`src/rtl/missq_pkg.sv`:
```
`timescale 1ns/1ps
package missq_pkg;
    typedef enum logic {
        PORT_IDLE   = 1'b0,
        PORT_RETURN = 1'b1
    } port_state_e;
endpackage

```
`src/rtl/missq_wb_sram.sv`:
```
`timescale 1ns/1ps
// Single-ported storage for drained payloads: one read or one write per cycle.
module missq_wb_sram #(
    parameter int DEPTH  = 8,
    parameter int DATA_W = 8,
    localparam int ADDR_W = (DEPTH > 1) ? $clog2(DEPTH) : 1
) (
    input  logic              clk,
    input  logic              en,
    input  logic              we,
    input  logic [ADDR_W-1:0] addr,
    input  logic [DATA_W-1:0] wdata,
    output logic [DATA_W-1:0] rdata
);
    logic [DATA_W-1:0] mem [DEPTH];

    always_ff @(posedge clk) begin
        if (en) begin
            if (we) mem[addr] <= wdata;
            else    rdata     <= mem[addr];
        end
    end
endmodule

```
`src/rtl/missq_rs.sv`:
```
`timescale 1ns/1ps
// Reservation-station slots: dispatch, wake on fill, issue, drain pick.
module missq_rs #(
    parameter int RS_DEPTH = 4,
    parameter int TAG_W    = 2,
    parameter int PAY_W    = 8
) (
    input  logic             clk,
    input  logic             rst_n,
    input  logic             disp_we,
    input  logic             disp_dep,
    input  logic [TAG_W-1:0] disp_tag,
    input  logic [PAY_W-1:0] disp_pay,
    input  logic             ins_we,
    input  logic [PAY_W-1:0] ins_pay,
    input  logic             fill_valid,
    input  logic [TAG_W-1:0] fill_tag,
    input  logic             ev_go,
    output logic             iss_valid,
    output logic [PAY_W-1:0] iss_pay,
    output logic             rs_full,
    output logic             ev_ok,
    output logic [TAG_W-1:0] ev_tag,
    output logic [PAY_W-1:0] ev_pay
);
    localparam int IDX_W = (RS_DEPTH > 1) ? $clog2(RS_DEPTH) : 1;

    logic [RS_DEPTH-1:0] vld_q, wt_q;
    logic [TAG_W-1:0]    tag_q [RS_DEPTH];
    logic [PAY_W-1:0]    pay_q [RS_DEPTH];

    logic [IDX_W-1:0] iss_idx, ev_idx, free_idx;
    logic             slot_we, new_wt;
    logic [PAY_W-1:0] new_pay;

    always_comb begin
        iss_idx   = '0;
        ev_idx    = '0;
        free_idx  = '0;
        iss_valid = 1'b0;
        ev_ok     = 1'b0;
        for (int i = RS_DEPTH - 1; i >= 0; i--) begin
            if (vld_q[i] && !wt_q[i]) begin
                iss_idx   = IDX_W'(i);
                iss_valid = 1'b1;
            end
            if (vld_q[i] && wt_q[i] && !(fill_valid && tag_q[i] == fill_tag)) begin
                ev_idx = IDX_W'(i);
                ev_ok  = 1'b1;
            end
            if (!vld_q[i]) free_idx = IDX_W'(i);
        end
        rs_full = &vld_q;
        iss_pay = pay_q[iss_idx];
        ev_tag  = tag_q[ev_idx];
        ev_pay  = pay_q[ev_idx];
        slot_we = disp_we || ins_we;
        new_wt  = disp_dep && !ins_we && !(fill_valid && disp_tag == fill_tag);
        new_pay = ins_we ? ins_pay : disp_pay;
    end

    always_ff @(posedge clk) begin
        if (!rst_n) begin
            vld_q <= '0;
            wt_q  <= '0;
        end else begin
            for (int i = 0; i < RS_DEPTH; i++) begin
                if (iss_valid && iss_idx == IDX_W'(i)) vld_q[i] <= 1'b0;
                if (ev_go && ev_idx == IDX_W'(i))      vld_q[i] <= 1'b0;
                if (fill_valid && vld_q[i] && wt_q[i] && tag_q[i] == fill_tag)
                    wt_q[i] <= 1'b0;
                if (slot_we && free_idx == IDX_W'(i)) begin
                    vld_q[i] <= 1'b1;
                    wt_q[i]  <= new_wt;
                end
            end
        end
    end

    always_ff @(posedge clk) begin
        for (int i = 0; i < RS_DEPTH; i++) begin
            if (slot_we && free_idx == IDX_W'(i)) begin
                tag_q[i] <= ins_we ? '0 : disp_tag;
                pay_q[i] <= new_pay;
            end
        end
    end
endmodule

```
`src/rtl/missq_replay_ctrl.sv`:
```
`timescale 1ns/1ps
// Port controller plus side table (valid, tag, age order, released tags).
module missq_replay_ctrl
    import missq_pkg::*;
#(
    parameter int WB_DEPTH = 8,
    parameter int TAG_W    = 2,
    localparam int WIDX_W  = (WB_DEPTH > 1) ? $clog2(WB_DEPTH) : 1,
    localparam int N_TAGS  = 1 << TAG_W
) (
    input  logic              clk,
    input  logic              rst_n,
    input  logic              rs_full,
    input  logic              disp_valid,
    input  logic              fill_valid,
    input  logic [TAG_W-1:0]  fill_tag,
    input  logic              ev_ok,
    input  logic [TAG_W-1:0]  ev_tag,
    output logic              rd_go,
    output logic              ev_go,
    output logic              ins_we,
    output logic              disp_stall,
    output logic              wb_full,
    output logic              mem_en,
    output logic              mem_we,
    output logic [WIDX_W-1:0] mem_addr
);
    port_state_e state_q, state_d;

    logic [WB_DEPTH-1:0] svld_q;
    logic [TAG_W-1:0]    stag_q [WB_DEPTH];
    logic [WB_DEPTH-1:0] age_q  [WB_DEPTH];   // age_q[i][j]: slot i older than slot j
    logic [N_TAGS-1:0]   rel_q, rel_d;

    logic [WB_DEPTH-1:0] cand;
    logic [WIDX_W-1:0]   rd_idx, wr_idx;
    logic                rd_any;
    logic [WB_DEPTH-1:0] va;
    logic [TAG_W-1:0]    ta [WB_DEPTH];
    logic [N_TAGS-1:0]   present;

    // Oldest released entry and lowest free slot.
    always_comb begin
        rd_idx = '0;
        rd_any = 1'b0;
        wr_idx = '0;
        for (int i = 0; i < WB_DEPTH; i++)
            cand[i] = svld_q[i] && rel_q[stag_q[i]];
        for (int i = WB_DEPTH - 1; i >= 0; i--) begin
            logic older;
            older = 1'b0;
            for (int j = 0; j < WB_DEPTH; j++)
                if (j != i && cand[j] && age_q[j][i]) older = 1'b1;
            if (cand[i] && !older) begin
                rd_idx = WIDX_W'(i);
                rd_any = 1'b1;
            end
            if (!svld_q[i]) wr_idx = WIDX_W'(i);
        end
        wb_full = &svld_q;
    end

    // State register.
    always_ff @(posedge clk) begin
        if (!rst_n) state_q <= PORT_IDLE;
        else        state_q <= state_d;
    end

    // Transitions: launch read, stay idle, insert done.
    always_comb begin
        state_d = state_q;
        unique case (state_q)
            PORT_IDLE:   state_d = (rd_any && !rs_full) ? PORT_RETURN : PORT_IDLE;
            PORT_RETURN: state_d = PORT_IDLE;
            default:     state_d = PORT_IDLE;
        endcase
    end

    // Outputs.
    always_comb begin
        rd_go      = 1'b0;
        ev_go      = 1'b0;
        ins_we     = 1'b0;
        disp_stall = 1'b1;
        unique case (state_q)
            PORT_IDLE: begin
                rd_go      = rd_any && !rs_full;
                ev_go      = !rd_go && rs_full && disp_valid && !wb_full && ev_ok;
                disp_stall = rs_full || rd_go;
            end
            PORT_RETURN: begin
                ins_we     = 1'b1;
                disp_stall = 1'b1;
            end
            default: ;
        endcase
        mem_en   = rd_go || ev_go;
        mem_we   = ev_go;
        mem_addr = ev_go ? wr_idx : rd_idx;
    end

    // Released-tag set: a tag stays released while entries of it remain.
    always_comb begin
        present = '0;
        for (int i = 0; i < WB_DEPTH; i++) begin
            va[i] = (svld_q[i] && !(rd_go && rd_idx == WIDX_W'(i)))
                    || (ev_go && wr_idx == WIDX_W'(i));
            ta[i] = (ev_go && wr_idx == WIDX_W'(i)) ? ev_tag : stag_q[i];
        end
        for (int t = 0; t < N_TAGS; t++) begin
            for (int i = 0; i < WB_DEPTH; i++)
                if (va[i] && ta[i] == TAG_W'(t)) present[t] = 1'b1;
            rel_d[t] = (rel_q[t] || (fill_valid && fill_tag == TAG_W'(t))) && present[t];
        end
    end

    always_ff @(posedge clk) begin
        if (!rst_n) begin
            svld_q <= '0;
            rel_q  <= '0;
        end else begin
            rel_q <= rel_d;
            if (rd_go) svld_q[rd_idx] <= 1'b0;
            if (ev_go) svld_q[wr_idx] <= 1'b1;
        end
    end

    always_ff @(posedge clk) begin
        if (ev_go) begin
            stag_q[wr_idx] <= ev_tag;
            for (int j = 0; j < WB_DEPTH; j++) begin
                age_q[wr_idx][j] <= 1'b0;
                age_q[j][wr_idx] <= (j != int'(wr_idx));
            end
        end
    end
endmodule

```
`src/rtl/missq_replay.sv`:
```
`timescale 1ns/1ps
module missq_replay #(
    parameter int RS_DEPTH = 4,
    parameter int WB_DEPTH = 8,
    parameter int TAG_W    = 2,
    parameter int PAY_W    = 8
) (
    input  logic             clk,
    input  logic             rst_n,
    input  logic             disp_valid,
    input  logic             disp_dep,
    input  logic [TAG_W-1:0] disp_tag,
    input  logic [PAY_W-1:0] disp_pay,
    output logic             disp_stall,
    output logic             iss_valid,
    output logic [PAY_W-1:0] iss_pay,
    input  logic             fill_valid,
    input  logic [TAG_W-1:0] fill_tag,
    output logic             rs_full,
    output logic             wb_full
);
    localparam int WIDX_W = (WB_DEPTH > 1) ? $clog2(WB_DEPTH) : 1;

    logic              rd_go, ev_go, ins_we, ev_ok, disp_we;
    logic              mem_en, mem_we;
    logic [WIDX_W-1:0] mem_addr;
    logic [TAG_W-1:0]  ev_tag;
    logic [PAY_W-1:0]  ev_pay, rd_pay;

    assign disp_we = disp_valid && !disp_stall;

    missq_rs #(.RS_DEPTH(RS_DEPTH), .TAG_W(TAG_W), .PAY_W(PAY_W)) u_rs (
        .clk        (clk),
        .rst_n      (rst_n),
        .disp_we    (disp_we),
        .disp_dep   (disp_dep),
        .disp_tag   (disp_tag),
        .disp_pay   (disp_pay),
        .ins_we     (ins_we),
        .ins_pay    (rd_pay),
        .fill_valid (fill_valid),
        .fill_tag   (fill_tag),
        .ev_go      (ev_go),
        .iss_valid  (iss_valid),
        .iss_pay    (iss_pay),
        .rs_full    (rs_full),
        .ev_ok      (ev_ok),
        .ev_tag     (ev_tag),
        .ev_pay     (ev_pay)
    );

    missq_replay_ctrl #(.WB_DEPTH(WB_DEPTH), .TAG_W(TAG_W)) u_ctrl (
        .clk        (clk),
        .rst_n      (rst_n),
        .rs_full    (rs_full),
        .disp_valid (disp_valid),
        .fill_valid (fill_valid),
        .fill_tag   (fill_tag),
        .ev_ok      (ev_ok),
        .ev_tag     (ev_tag),
        .rd_go      (rd_go),
        .ev_go      (ev_go),
        .ins_we     (ins_we),
        .disp_stall (disp_stall),
        .wb_full    (wb_full),
        .mem_en     (mem_en),
        .mem_we     (mem_we),
        .mem_addr   (mem_addr)
    );

    missq_wb_sram #(.DEPTH(WB_DEPTH), .DATA_W(PAY_W)) u_wb (
        .clk   (clk),
        .en    (mem_en),
        .we    (mem_we),
        .addr  (mem_addr),
        .wdata (ev_pay),
        .rdata (rd_pay)
    );
endmodule

```
`config.mk`:
```
export PLATFORM = sky130hd
export DESIGN_NAME = missq_replay
export DESIGN_NICKNAME = d
export VERILOG_FILES = /design/src/rtl/missq_pkg.sv /design/src/rtl/missq_wb_sram.sv /design/src/rtl/missq_rs.sv /design/src/rtl/missq_replay_ctrl.sv /design/src/rtl/missq_replay.sv
export SDC_FILE = /design/constraint.sdc
export NUM_CORES = 1
export LEC_CHECK = 0
export CAP_MARGIN = 25
export CORE_MARGIN = 5
export CORE_UTILIZATION = 60
export DETAILED_ROUTE_END_ITERATION = 10
export GPL_TIMING_DRIVEN = 1
export PLACE_DENSITY = 0.78
export SKIP_LAST_GASP = 1
export SYNTH_ARGS = -nofsm -noshare
export SYNTH_HDL_FRONTEND = slang
export SYNTH_HIERARCHICAL = 1
export SYNTH_SLANG_ARGS = --single-unit
```
`constraint.sdc`:
```
create_clock -name clk -period 5.73 [get_ports clk]
set_input_delay 1.146 -clock clk [delete_from_list [all_inputs] [get_ports clk]]
set_output_delay 1.146 -clock clk [all_outputs]
set_load 0.01 [all_outputs]
```
==> qor.yml <==
tns_ns: 0
final.min_clock_period_ns: 4.896
clkSinkCount: 205
antenna_found_initial: 0
synth_ff_type: "edfxtp_1"
reg2reg_to: "u_wb/mem[3][6]"
yosys.cell_types.count: 101
drive_above_1_share_pct: 12.70
diodes: 0
viasPerCell: 6.725
yosysSeqAreaShare_pct: 57.78
hold_class: "reg -> reg"
synth_cells: 833
ant_nets: 0
ir_worst_vdd_mv: 0.2167
critical_path_class: "reg -> out"
holdPathStages: 2
synth_area_sq_um: 10290
power_mw: 3.092
area_growth_pct: 11.20
synth_fp_nets: 850
post_cts_buffers: 0
cts_buffer_depth: 3
grt_overflow: 0
p_int_mw: 2.474
p_leak_nw: 4.252
critPathMaxFanout: 13
first_pass_iters: 6
fp-row-count: 47
mostFrequentLayoutCell: "edfxtp_1"
setup_viol: 0
mostFrequentLayoutCells: "edfxtp_1, nand2_1, inv_1"
fp.dieW_microns: 141.0
slew_viol_final: 0
p_comb_share_pct: 3.0
coreArea_sq_um: 16700
cap_violations: 0
die_height_microns: 141.0
cts_tree: "done"
skew_ns: 0.01683
ctsHoldBuffers: 0
worstMarginPinSlew_ns: 0.8824
clockPowerShare_pct: 44.1
clkTransAtPathRegs_ns: 0.06
grt_pass1_vias: 7245
wl_per_cell_microns: 23.82
reg2regPathDepth: 9
sequentialPowerShare_pct: 52.9
switching_share_pct: 20.00
status: "finished clean"
grt_first_pass_wirelength_microns: 40650
dieArea_sq_um: 19870
cts_max_level: 1
fin_crit_sh_pct: 85.44
whs_endpoint: "u_rs/wt_q[0]"
io_buffers: 28
finalHoldViolCount: 0
r2r_slack_ns: 1.49
nets: 876
pin_count: 29
hp-start: "u_rs/wt_q[0]"
power_density_nw_per_um2: 270.3
numCtsBuffers: 21
crit_path_start_kind: "register"
cp.required_ns: 4.58
via_count: 7357
cts.repair.resized: 0
nFillCells: 1172
async_reset_ff_share_pct: 0
grt_max_degree: 24
p_sw_mw: 0.6185
fmax_mhz: 204.3
synth-seq-cells: 205
arrival_ns: 3.75
drtIter0Drc: 1122
drc_errors: 0
clock_latency_ns: 0.51
hpwl_microns: 18280
avgSynthCellArea_sq_um: 12.35
synth_edf_count: 184
timing.rr.start: "u_ctrl/stag_q[2][0]"
gp_congestion: 0.9629
initial_core_util_pct: 61.61
detail_route.wirelength_microns: 26060
gr-usage-all-layers_pct: 26.13
synth_warnings: 6
endpoint_kind: "output pin"
cts-root-buf: "clkbuf_16"
slew_headroom_pct: 40.99
rsz0062_at_grt: "false"
registers in the layout, indices dropped and copies added, names as in the netlist:
| name | flops |
|---|---|
| u_ctrl/state_q | 1 |
| u_ctrl/stag_q | 16 |
| u_wb/rdata | 8 |
| u_rs/tag_q | 8 |
| u_rs/pay_q | 32 |
| u_rs/wt_q | 4 |
| u_ctrl/rel_q | 4 |
| u_wb/mem | 64 |
| u_rs/vld_q | 4 |
| u_ctrl/svld_q | 8 |
| u_ctrl/age_q | 56 |
Yosys cell counts, types with 7 or more instances:
| cell type | count | area share [%] |
|---|---|---|
| mux2i_1 | 27 | 2.6 |
| nand2b_1 | 12 | 0.73 |
| dfxtp_1 | 21 | 4.1 |
| and3_1 | 7 | 0.43 |
| a22oi_1 | 35 | 2.6 |
| nand2_1 | 82 | 3.0 |
| and2_1 | 7 | 0.43 |
| nor2_1 | 35 | 1.3 |
| nor4_1 | 7 | 0.43 |
| nand3_1 | 22 | 1.1 |
| mux4_1 | 11 | 2.8 |
| nor3_1 | 10 | 0.49 |
| o21ai_0 | 14 | 0.68 |
| a211oi_1 | 9 | 0.66 |
| nand3b_1 | 9 | 0.66 |
| edfxtp_1 | 184 | 54 |
| mux2_1 | 8 | 0.88 |
| inv_1 | 74 | 2.7 |
| a21oi_1 | 17 | 0.83 |
| nor2b_1 | 11 | 0.67 |
| o21a_1 | 9 | 0.66 |
| a31oi_1 | 8 | 0.49 |
| clkbuf_1 | 24 | 0.88 |
| o21ai_1 | 19 | 0.92 |
| buf_2 | 10 | 0.49 |
| mux2_2 | 11 | 1.2 |
critical path: stages (launching register included):
cell	delay, ns
dfxtp_1	0.63
mux2i_1	0.25
o22ai_4	0.41
o221ai_2	0.21
nor4_1	0.58
a21boi_1	0.17
and3_1	0.24
nand3b_1	0.19
clkdlybuf4s50_1	0.57
worst max path at each step:
| stage | from | endpoint | slack, ns | cells after the start |
|---|---|---|---|---|
| final | u_ctrl/rel_q[1] | disp_stall | 0.83 | 8 |
| after global routing | fill_tag[0] | u_wb/mem[6][3] | 0.60 | 11 |
| after CTS | u_ctrl/rel_q[3] | disp_stall | 0.89 | 8 |
| after detailed placement | fill_tag[1] | u_wb/rdata[1] | 0.47 | 12 |
| after global placement | fill_tag[1] | u_wb/rdata[1] | 0.58 | 12 |
| after floorplan | fill_tag[0] | u_wb/mem[3][0] | 1.44 | 11 |
metrics by stage:
stage | area (sq um) | util, % | cells | worst slack (ns) | hold slack (ns)
after global routing | 11440 | 68.51 | 1094 | 0.5987 | 0.6477
after global placement | 10740 | 64.32 | 1055 | 0.5805 | 0.5291
after floorplan | 10290 | - | 833 | 1.440 | 0.5089
after detailed placement | 10750 | 64.39 | 1056 | 0.4678 | 0.5810
final | 11440 | 68.51 | 1094 | 0.8341 | 0.5951
after CTS | 11440 | 68.51 | 1094 | 0.8885 | 0.5947
metal layers:
layer	global-route usage, %	share of wire (%)
met5	0	0
met4	8.669	2.4
met3	4.944	11
met2	38.91	44
met1	39.04	43
final cells by class:
cell class	count	area (sq um)	share of cell area, %
Clock buffer	28	581.8	5.085
Inverter	76	285.3	2.493
Sequential cell	205	5946	51.96
Timing Repair Buffer	50	449.2	3.926
Tap cell	220	275.3	2.406
Multi-Input combinational cell	505	3799	33.20
Clock inverter	10	106.4	0.9295
power by group through the flow:
stage	clock, mW	sequential, mW	combinational [mW]
floorplan	0	1.67	0.0497
global placement	0	1.67	0.0883
detailed placement	0	1.67	0.0922
CTS	1.38	1.64	0.0931
global route	1.45	1.64	0.0998
finish	1.36	1.64	0.0933
logic make-up after synthesis:
kind of cell           share of synthesized area, %
AO/OA/AOI/OAI                                 13.49
XOR/XNOR                                      1.143
buffers and inverters                         5.484
flip-flops                                    57.78
multiplexers                                  8.974
AND/OR/NAND/NOR                               13.13
No activity file was read; power rests on OpenSTA's default activity.
